==> config.mk <==
export PLATFORM = sky130hd
export DESIGN_NAME = operand_fetch_unit
export DESIGN_NICKNAME = d
export VERILOG_FILES = /design/src/rtl/opf_pkg.sv /design/src/rtl/opf_ea_calc.sv /design/src/rtl/opf_seq.sv /design/src/rtl/operand_fetch_unit.sv
export SDC_FILE = /design/constraint.sdc
export NUM_CORES = 1
export LEC_CHECK = 0
export ABC_CLOCK_PERIOD_IN_PS = 5100
export BUFFER_PORTS_ARGS = -buffer_cell sky130_fd_sc_hd__buf_2
export CORE_MARGIN = 2
export CORE_UTILIZATION = 35
export CTS_BUF_LIST = sky130_fd_sc_hd__clkbuf_4
export CTS_CLUSTER_DIAMETER = 60
export DETAILED_ROUTE_END_ITERATION = 7
export HOLD_SLACK_MARGIN = 0.15
export SYNTH_ARGS = -nofsm -noshare
export SYNTH_HDL_FRONTEND = slang
export SYNTH_HIERARCHICAL = 1
export SYNTH_SLANG_ARGS = --single-unit
==> constraint.sdc <==
create_clock -name clk -period 5.1 [get_ports clk]
set_clock_uncertainty 0.05 [all_clocks]
set_input_delay 0 -clock clk [delete_from_list [all_inputs] [get_ports clk]]
set_output_delay 0 -clock clk [all_outputs]
set_load 0.02 [all_outputs]
==> src/rtl/opf_pkg.sv <==
package opf_pkg;

    typedef enum logic [3:0] {
        AM_IMM   = 4'd0,
        AM_DIR   = 4'd1,
        AM_RIND  = 4'd2,
        AM_MIND  = 4'd3,
        AM_AINC  = 4'd4,
        AM_ADEC  = 4'd5,
        AM_IDX   = 4'd6,
        AM_SIB   = 4'd7,
        AM_PCREL = 4'd8,
        AM_SPREL = 4'd9
    } amode_e;

    typedef enum logic [1:0] {
        ST_IDLE = 2'd0,
        ST_RD1  = 2'd1,
        ST_RD2  = 2'd2,
        ST_DONE = 2'd3
    } fstate_e;

    typedef struct packed {
        logic illegal;
        logic use_mem;
        logic chain;
        logic upd;
    } plan_t;

    function automatic plan_t classify(input logic [3:0] m);
        plan_t p;
        p = '{illegal: 1'b0, use_mem: 1'b1, chain: 1'b0, upd: 1'b0};
        if (m > 4'd9) begin
            p.illegal = 1'b1;
            p.use_mem = 1'b0;
        end else begin
            case (amode_e'(m))
                AM_IMM:  p.use_mem = 1'b0;
                AM_MIND: p.chain   = 1'b1;
                AM_AINC: p.upd     = 1'b1;
                AM_ADEC: p.upd     = 1'b1;
                default: ;
            endcase
        end
        return p;
    endfunction

endpackage

==> src/rtl/opf_ea_calc.sv <==
module opf_ea_calc
    import opf_pkg::*;
#(
    parameter int DW = 32
) (
    input  logic [3:0]    mode,
    input  logic [1:0]    size_sel,
    input  logic [DW-1:0] reg_val,
    input  logic [DW-1:0] pc_val,
    input  logic [DW-1:0] sp_val,
    input  logic [DW-1:0] disp,
    output logic [DW-1:0] ea,
    output logic [DW-1:0] upd_val
);
    logic [DW-1:0] step;
    logic [DW-1:0] scaled;

    assign step   = DW'(1) << size_sel;
    assign scaled = reg_val << size_sel;

    always_comb begin
        ea      = '0;
        upd_val = reg_val;
        if (mode <= 4'd9) begin
            case (amode_e'(mode))
                AM_DIR:   ea = disp;
                AM_RIND:  ea = reg_val;
                AM_MIND:  ea = disp;
                AM_AINC: begin
                    ea      = reg_val;
                    upd_val = reg_val + step;
                end
                AM_ADEC: begin
                    ea      = reg_val - step;
                    upd_val = reg_val - step;
                end
                AM_IDX:   ea = reg_val + disp;
                AM_SIB:   ea = scaled + disp;
                AM_PCREL: ea = pc_val + disp;
                AM_SPREL: ea = sp_val + disp;
                default:  ea = '0;
            endcase
        end
    end
endmodule

==> src/rtl/opf_seq.sv <==
module opf_seq
    import opf_pkg::*;
#(
    parameter int DW = 32
) (
    input  logic          clk,
    input  logic          rst,
    input  logic          start,
    input  plan_t         plan,
    input  logic [DW-1:0] ea,
    input  logic [DW-1:0] upd_val,
    input  logic [DW-1:0] disp,
    input  logic [DW-1:0] mem_rdata,
    input  logic          mem_rvalid,
    output logic          busy,
    output logic          done,
    output logic [DW-1:0] operand,
    output logic          illegal,
    output logic          mem_req,
    output logic [DW-1:0] mem_addr,
    output logic          wb_en,
    output logic [DW-1:0] wb_data
);
    fstate_e       state;
    logic [DW-1:0] addr_q;
    logic [DW-1:0] res_q;
    logic [DW-1:0] wbv_q;
    logic          chain_q;
    logic          upd_q;
    logic          ill_q;

    always_ff @(posedge clk) begin
        if (rst) begin
            state   <= ST_IDLE;
            addr_q  <= '0;
            res_q   <= '0;
            wbv_q   <= '0;
            chain_q <= 1'b0;
            upd_q   <= 1'b0;
            ill_q   <= 1'b0;
        end else begin
            case (state)
                ST_IDLE: begin
                    if (start) begin
                        addr_q  <= ea;
                        wbv_q   <= upd_val;
                        chain_q <= plan.chain;
                        upd_q   <= plan.upd;
                        ill_q   <= plan.illegal;
                        if (plan.illegal) begin
                            res_q <= '0;
                            state <= ST_DONE;
                        end else if (!plan.use_mem) begin
                            res_q <= disp;
                            state <= ST_DONE;
                        end else begin
                            state <= ST_RD1;
                        end
                    end
                end
                ST_RD1: begin
                    if (mem_rvalid) begin
                        if (chain_q) begin
                            addr_q <= mem_rdata;
                            state  <= ST_RD2;
                        end else begin
                            res_q <= mem_rdata;
                            state <= ST_DONE;
                        end
                    end
                end
                ST_RD2: begin
                    if (mem_rvalid) begin
                        res_q <= mem_rdata;
                        state <= ST_DONE;
                    end
                end
                default: state <= ST_IDLE;
            endcase
        end
    end

    assign busy     = (state != ST_IDLE);
    assign done     = (state == ST_DONE);
    assign mem_req  = (state == ST_RD1) || (state == ST_RD2);
    assign mem_addr = addr_q;
    assign operand  = res_q;
    assign illegal  = done && ill_q;
    assign wb_en    = done && upd_q;
    assign wb_data  = wbv_q;
endmodule

==> src/rtl/operand_fetch_unit.sv <==
module operand_fetch_unit
    import opf_pkg::*;
#(
    parameter int DW = 32
) (
    input  logic          clk,
    input  logic          rst,
    input  logic          start,
    input  logic [3:0]    mode,
    input  logic [1:0]    size_sel,
    input  logic [DW-1:0] reg_val,
    input  logic [DW-1:0] pc_val,
    input  logic [DW-1:0] sp_val,
    input  logic [DW-1:0] disp,
    output logic          busy,
    output logic          done,
    output logic [DW-1:0] operand,
    output logic          illegal,
    output logic          mem_req,
    output logic [DW-1:0] mem_addr,
    input  logic [DW-1:0] mem_rdata,
    input  logic          mem_rvalid,
    output logic          wb_en,
    output logic [DW-1:0] wb_data
);
    plan_t         plan;
    logic [DW-1:0] ea;
    logic [DW-1:0] upd_val;

    assign plan = classify(mode);

    opf_ea_calc #(.DW(DW)) u_ea (
        .mode     (mode),
        .size_sel (size_sel),
        .reg_val  (reg_val),
        .pc_val   (pc_val),
        .sp_val   (sp_val),
        .disp     (disp),
        .ea       (ea),
        .upd_val  (upd_val)
    );

    opf_seq #(.DW(DW)) u_seq (
        .clk        (clk),
        .rst        (rst),
        .start      (start),
        .plan       (plan),
        .ea         (ea),
        .upd_val    (upd_val),
        .disp       (disp),
        .mem_rdata  (mem_rdata),
        .mem_rvalid (mem_rvalid),
        .busy       (busy),
        .done       (done),
        .operand    (operand),
        .illegal    (illegal),
        .mem_req    (mem_req),
        .mem_addr   (mem_addr),
        .wb_en      (wb_en),
        .wb_data    (wb_data)
    );
endmodule

# Yosys cells after proc, flatten, opt, wreduce, memory -nomap -nowiden
# Index checks and enable logic that the tools add are counted.
# Widths: inputs -> output; s select.
[classes] addsub=6 order_cmp=2 n_eq_ne=18 shift=2 n_mux=28 n_reduce_logical=15
[ops] operator="$mux 32" n=11
[ops] operator="$pmux 32 s7" n=1
[ops] operator="$add 32x32->32" n=5
[ops] operator="$pmux 32 s2" n=2
[ops] operator="$pmux 32 s3" n=1
[ops] operator="$shl 1x2->32 const A" n=1
[ops] operator="$shl 32x2->32" n=1
[ops] operator="$sub 32x32->32" n=1
[ops] operator="$eq 4x3->1 const B" n=4
[ops] operator="$mux 2" n=6
[ops] operator="$eq 4x2->1 const B" n=2
[ops] operator="$eq 4x4->1 const B" n=2
[ops] operator="$ne 2x2->1 const B" n=4
[ops] operator="$mux 1" n=6
[ops] operator="$pmux 2 s3" n=1
[ops] operator="$reduce_and 6->1" n=1
[ops] operator="$reduce_or 2->1" n=3
[ops] operator="$eq 2x2->1 const B" n=2
[ops] operator="$eq 4x1->1 const B" n=1
[ops] operator="$gt 4x4->1 const B" n=1
[ops] operator="$le 4x4->1 const B" n=1
[ops] operator="$logic_not 4->1" n=1
[ops] operator="$reduce_and 4->1" n=1
[ops] operator="$reduce_bool 2->1" n=2
[ops] operator="other kinds (9)" n=10
[word_totals] ff_bits=101 inputBits=170

# Longest topological paths before layout
[logic_depth] ltp_word=7 depth_mapped=20 depth_no_buf=16

# By module
# Netlist, hierarchy kept.
[modules_own_cells] module="opf_ea_calc" n_inst=1 cells_each=860 area_per_inst_um2=5962.0 seq_area_each_um2=0.0
[modules_own_cells] module="opf_seq" n_inst=1 cells_each=570 area_per_inst_um2=5223.8 seq_area_each_um2=2021.9
[modules_own_cells] module="operand_fetch_unit" n_inst=1 cells_each=6 area_per_inst_um2=33.8 seq_area_each_um2=0.0

# Worst setup path after synthesis
# Ideal clock, no wire load.
[synth_path] path_kind="input-to-reg" startpoint="input mode[3]" endpoint="register u_seq.addr_q[25] (netlist: u_seq/mem_addr[25])" setup_time_ns=0.123 arrival_time_ns=3.894 setup_slack_ns=1.033 stages=18 n_path_buf=4 path_cell_list="buf_2 > or3b_2 > clkbuf_1 > and2_1 > clkbuf_1 > clkbuf_1 > a221o_1 > ha_1 > and3_1 > a221o_1 > nand4_1 > a31oi_1 > nor3_1 > mux2i_1 > o221ai_1 > mux2i_1 > nor2_1 > mux2_1"
[synth_via] elab_chain_cells=6 elab_cells_between_ends=16 cone_classes="order compare: 1; eq/ne: 9; mux: 4; reduce/logical: 2"
[synth_rtl] item="start, declared" line_no="operand_fetch_unit.sv:9" text="input logic [3:0] mode,"
[synth_rtl] item="$eq 4x2->1 (tied with other cells)" line_no="opf_ea_calc.sv:25" text="case (amode_e'(mode))"
[synth_rtl] item="$reduce_or 2->1 (no line)"
[synth_rtl] item="$pmux 32 s7" line_no="opf_ea_calc.sv:25"
[synth_rtl] item="$mux 32 *" line_no="opf_ea_calc.sv:24" text="if (mode <= 4'd9) begin"
[synth_rtl] item="named net ea[25]" line_no="operand_fetch_unit.sv:27" text="logic [DW-1:0] ea;"
[synth_rtl] item="$mux 32 *" line_no="opf_seq.sv:44" text="if (start) begin"
[synth_rtl] item="$pmux 32 s2 *" line_no="opf_seq.sv:42" text="case (state)"
[synth_rtl] item="end signal, assigned" line_no="opf_seq.sv:64" text="addr_q <= mem_rdata;"
[synth_rtl] item="end, declared" line_no="opf_seq.sv:25" text="logic [DW-1:0] addr_q;"
# The timed path passes the listed nets; every way through them passes the cells marked *. The select of a mux whose other input is x is not followed.
# A chain may end at the register's enable or synchronous reset.

# Worst setup path after layout
[layout_path] startpoint="input mode[3]" endpoint="register u_seq.addr_q[27] (netlist: u_seq/mem_addr[27])"
# Same word-level chain as after synthesis.

==> summary.md <==
| Metric | Value |
|---|---|
| Synth top area share | `0.1802` |
| Ys Warns | `6` |
| Post-synthesis sequential area ratio | `0.1802` |
| Vias per cell | `5.656` |
| Post-synth top cells | `169 x nand2_1, 136 x a21oi_1, 129 x nor2_1` |
| CP top delay family | `simple AND/OR/NAND/NOR gates` |
| Crit path DAT | `5350 ps` |
| Cells after synthesis | `1,436` |
| Final count of pins violating max slew | `0` |
| Placed instance area | `~13,000 sq um` |
| Initial antenna violation count | `2` |
| Synth top area cells | `dfxtp_1 18%, mux2i_1 6.5%, a21oi_1 6.1%, ha_1 5.8%, nand2_1 5.7%` |
| Die H | `183.0 um` |
| Relative slew margins | `0.2056` |
| Top Ports | `271` |
| Cell area after layout | `14,430 sq um` |
| Post-synth net total | `between 1,500 and 2,000` |
| Worst Path Buf+Inv | `3` |
| Slowest CP cell | `dlygate4sd3_1` |
| Fin Setup TNS | `0 ps` |
| Number of synthesized flops with an enable pin | `0` |
| Fill count | `between 3,000 and 4,000` |
| Clk buf depth | `2` |
| Syn avg cell area | `7.813 sq um` |
| Vias post-DR | `about 12,000` |
| IO Port Bufs | `270` |
| Clk Latency, worst-skew pair | `around 510 ps` |
| CTS clock-pin slew for the worst setup and hold paths | `210 ps` |
| Row Count | `65` |
| Crit-path max FO | `28` |
| Final period utilization | `0.9750` |
| Worst R2R Setup Slack | `1410 ps` |
| Final Hold Vio Count | `0` |
| Worst endpoint required time | `5470 ps` |
| Share of cells above drive strength 1 | `0.2444` |
| NumNets Final | `1,996` |
| Remaining global-route overflow | `0` |
| Largest stage delay, worst path | `580 ps` |
| Root Driver | `clkbuf_4` |
| Die Wd | `between 150 and 200 um` |
| Placed cell count | `2,004` |
| Netlist Area Pre-Place | `11,220 sq um` |
| Number of routed nets with antenna violations | `0` |
| Post-CTS Setup Inserts | `0` |
| CTS HTree Levels | `3` |
| Starting density of the core | `0.3556` |
| Cell Count, Final, Fillers Out | `2,179` |
| Core box area | `31,560 sq um` |
| Flops & latches, synth | `approximately 100` |
| Routability cong. | `0.9032` |
| FMAX | `201.1 MHz` |
| Final wirelength | `44.09 mm` |
| Status | `complete, no violations` |
| Startpoint Class | `input pin` |
| DR pass1 iterations | `6` |
| Maximum number of pins on one net before global-route repair | `94` |
| DR DRC count | `0` |
| Max-Cap Viols | `0` |
| Overall routing resource usage | `0.2533` |
| Synth Flop Type | `dfxtp_1` |
| Ordered list of cells on the worst path | `dlygate4sd3_1 > buf_2 > or3b_2 > and2_2 > a221o_1 > ha_1 > a21o_1 > a221o_1 > nand4_1 > a31oi_1 > nor3_1 > mux2i_1 > o211ai_1 > mux2i_1 > dlygate4sd3_1 > nor2_1 > mux2_2` |
| RSZ-0062 raised after global routing | `no` |
| Post-DP HPWL | `32.38 mm` |
| Library cells used by synthesis | `77` |
| Clk sinks | `101` |
| PD cells | `311.1 nW/um^2` |
| Worst Setup Path Type | `input pin to register` |
| DR WL/cell | `20.23 um` |
| Ys async rst share | `0` |
| Global-route wire length before repair | `67.05 mm` |
| Most frequent cell after synthesis | `nand2_1` |
| Min cycle time layout | `4973 ps` |
| DR iter-0 viols | `around 1,400` |
| P&R area growth vs syn | `28.58%` |
| Inserted Clock Buffers | `9` |
| Final Setup Violations | `0` |
| Die area | `approximately 34,000 sq um` |
| Cell leakage power | `0.006291 uW` |
| VDD IR max | `292.4 uV` |
| Hold crit path type | `input pin to register` |
| Largest area contributor in the netlist | `dfxtp_1` |
| Vias in the first global route | `~12,000` |
| Setup crit end kind | `register` |
| CTS tree | `built` |
| Tightest Pin Transition | `1192 ps` |
==> flip-flops by register name (all words and copies together), names as in the netlist <==
register and flops:
u_seq/mem_addr 32, u_seq/operand 32, u_seq/wb_data 32, u_seq/state 2, u_seq/chain_q 1, u_seq/ill_q 1, u_seq/upd_q 1
==> worst paths after layout <==
path / from / end / cells after the start
hold reg to reg: u_seq/ill_q / u_seq/ill_q / 2
setup / recovery: mode[3] / u_seq/mem_addr[27] / 17
hold / removal: mode[0] / u_seq/wb_data[12] / 7
setup reg to reg: u_seq/state[1] / u_seq/mem_addr[3] / 9
==> layout by cell type (no fill, tap or decap), drive strengths merged, types with 6 or more instances in the layout <==
cell type    synthesis  routed
nor4                 7       7
a221oi              10      10
nor2b               72      72
clkbuf              88      10
mux2                70      70
nand2b              11      11
nand2              169     169
a21o                17      17
and2                12      12
xnor2               24      24
inv                 23      25
nor3b                6       6
a21oi              137     137
a31oi               13      13
or2                  6       6
xor2                34      34
nand3               28      28
nor3                24      24
mux2i               73      73
and3                13      13
ha                  52      52
or3                  6       6
dfxtp              101     101
a22oi                9       9
o211ai              10      10
mux4                23      23
nor2               129     129
o21a                 8       8
nand4               21      21
o21ai               61      61
dlygate4sd3          0     158
o21bai               6       6
buf                 37     291
a221o               34      34
or3b                33      33
==> worst min-delay path, stage by stage <==
cell and delay [ps]:
buf_2 120, buf_12 200, nand2_1 110, a21oi_1 70, xnor2_1 120, nand2_1 50, a21oi_1 50
==> per-layer routing <==
| layer | vias to the layer above | global-route usage | wire [um] |
|---|---|---|---|
| li1 | 5893 | - | - |
| met1 | 5812 | 0.3776 | 21250 |
| met2 | 569 | 0.3791 | 18600 |
| met3 | 49 | 0.04289 | 3549 |
| met4 | 2 | 0.05664 | 671 |
| met5 | - | 0 | 13 |
==> area by class of cell <==
cell class | instances | area, sq um | area share
antenna | 1 | 2.502 | 0.0001735
clock buffer | 10 | 75.07 | 0.005204
clock inverter | 6 | 56.30 | 0.003903
inverter | 23 | 86.33 | 0.005984
multi-input combinational | 1187 | 8576 | 0.5945
sequential | 101 | 2022 | 0.1402
tap | 402 | 503.0 | 0.03487
timing repair buffer | 449 | 3105 | 0.2153
==> where the power goes <==
part	internal [uW]	switching (uW)
combinational	1270	1630
clock	116	358
sequential	1010	111
==> logic make-up after synthesis <==
family | share of synthesized area
AOI/OAI and AO/OA | 0.2139
xor gates and xnor gates | 0.04528
adders and majority gates | 0.06334
buffers and inverters | 0.05777
DFF | 0.1802
muxes | 0.1916
and+or+nand+nor | 0.2479
==> stage by stage <==
stage / total power [uW] / util / hold WS, ps / setup WS (ps)
floorplan: 3153 / - / 118.5 / 1033
global placement: 3756 / 0.4026 / 325.9 / 439.1
detailed placement: 3784 / 0.4026 / 329.8 / 423.7
CTS: 4475 / 0.4569 / 186.5 / 63.56
global route: 4773 / 0.4572 / 307.2 / 2.084
finish: 4488 / 0.4572 / 243.8 / 127.4
==> timing repair <==
| action | in CTS | in global routing |
|---|---|---|
| gates resized for setup | 0 | 2 |
| hold buffers | 158 | 0 |
| setup endpoints to repair | 0 | 16 |
| endpoints found under the hold margin | 101 | 0 |
(Power assumes the default switching activity.)
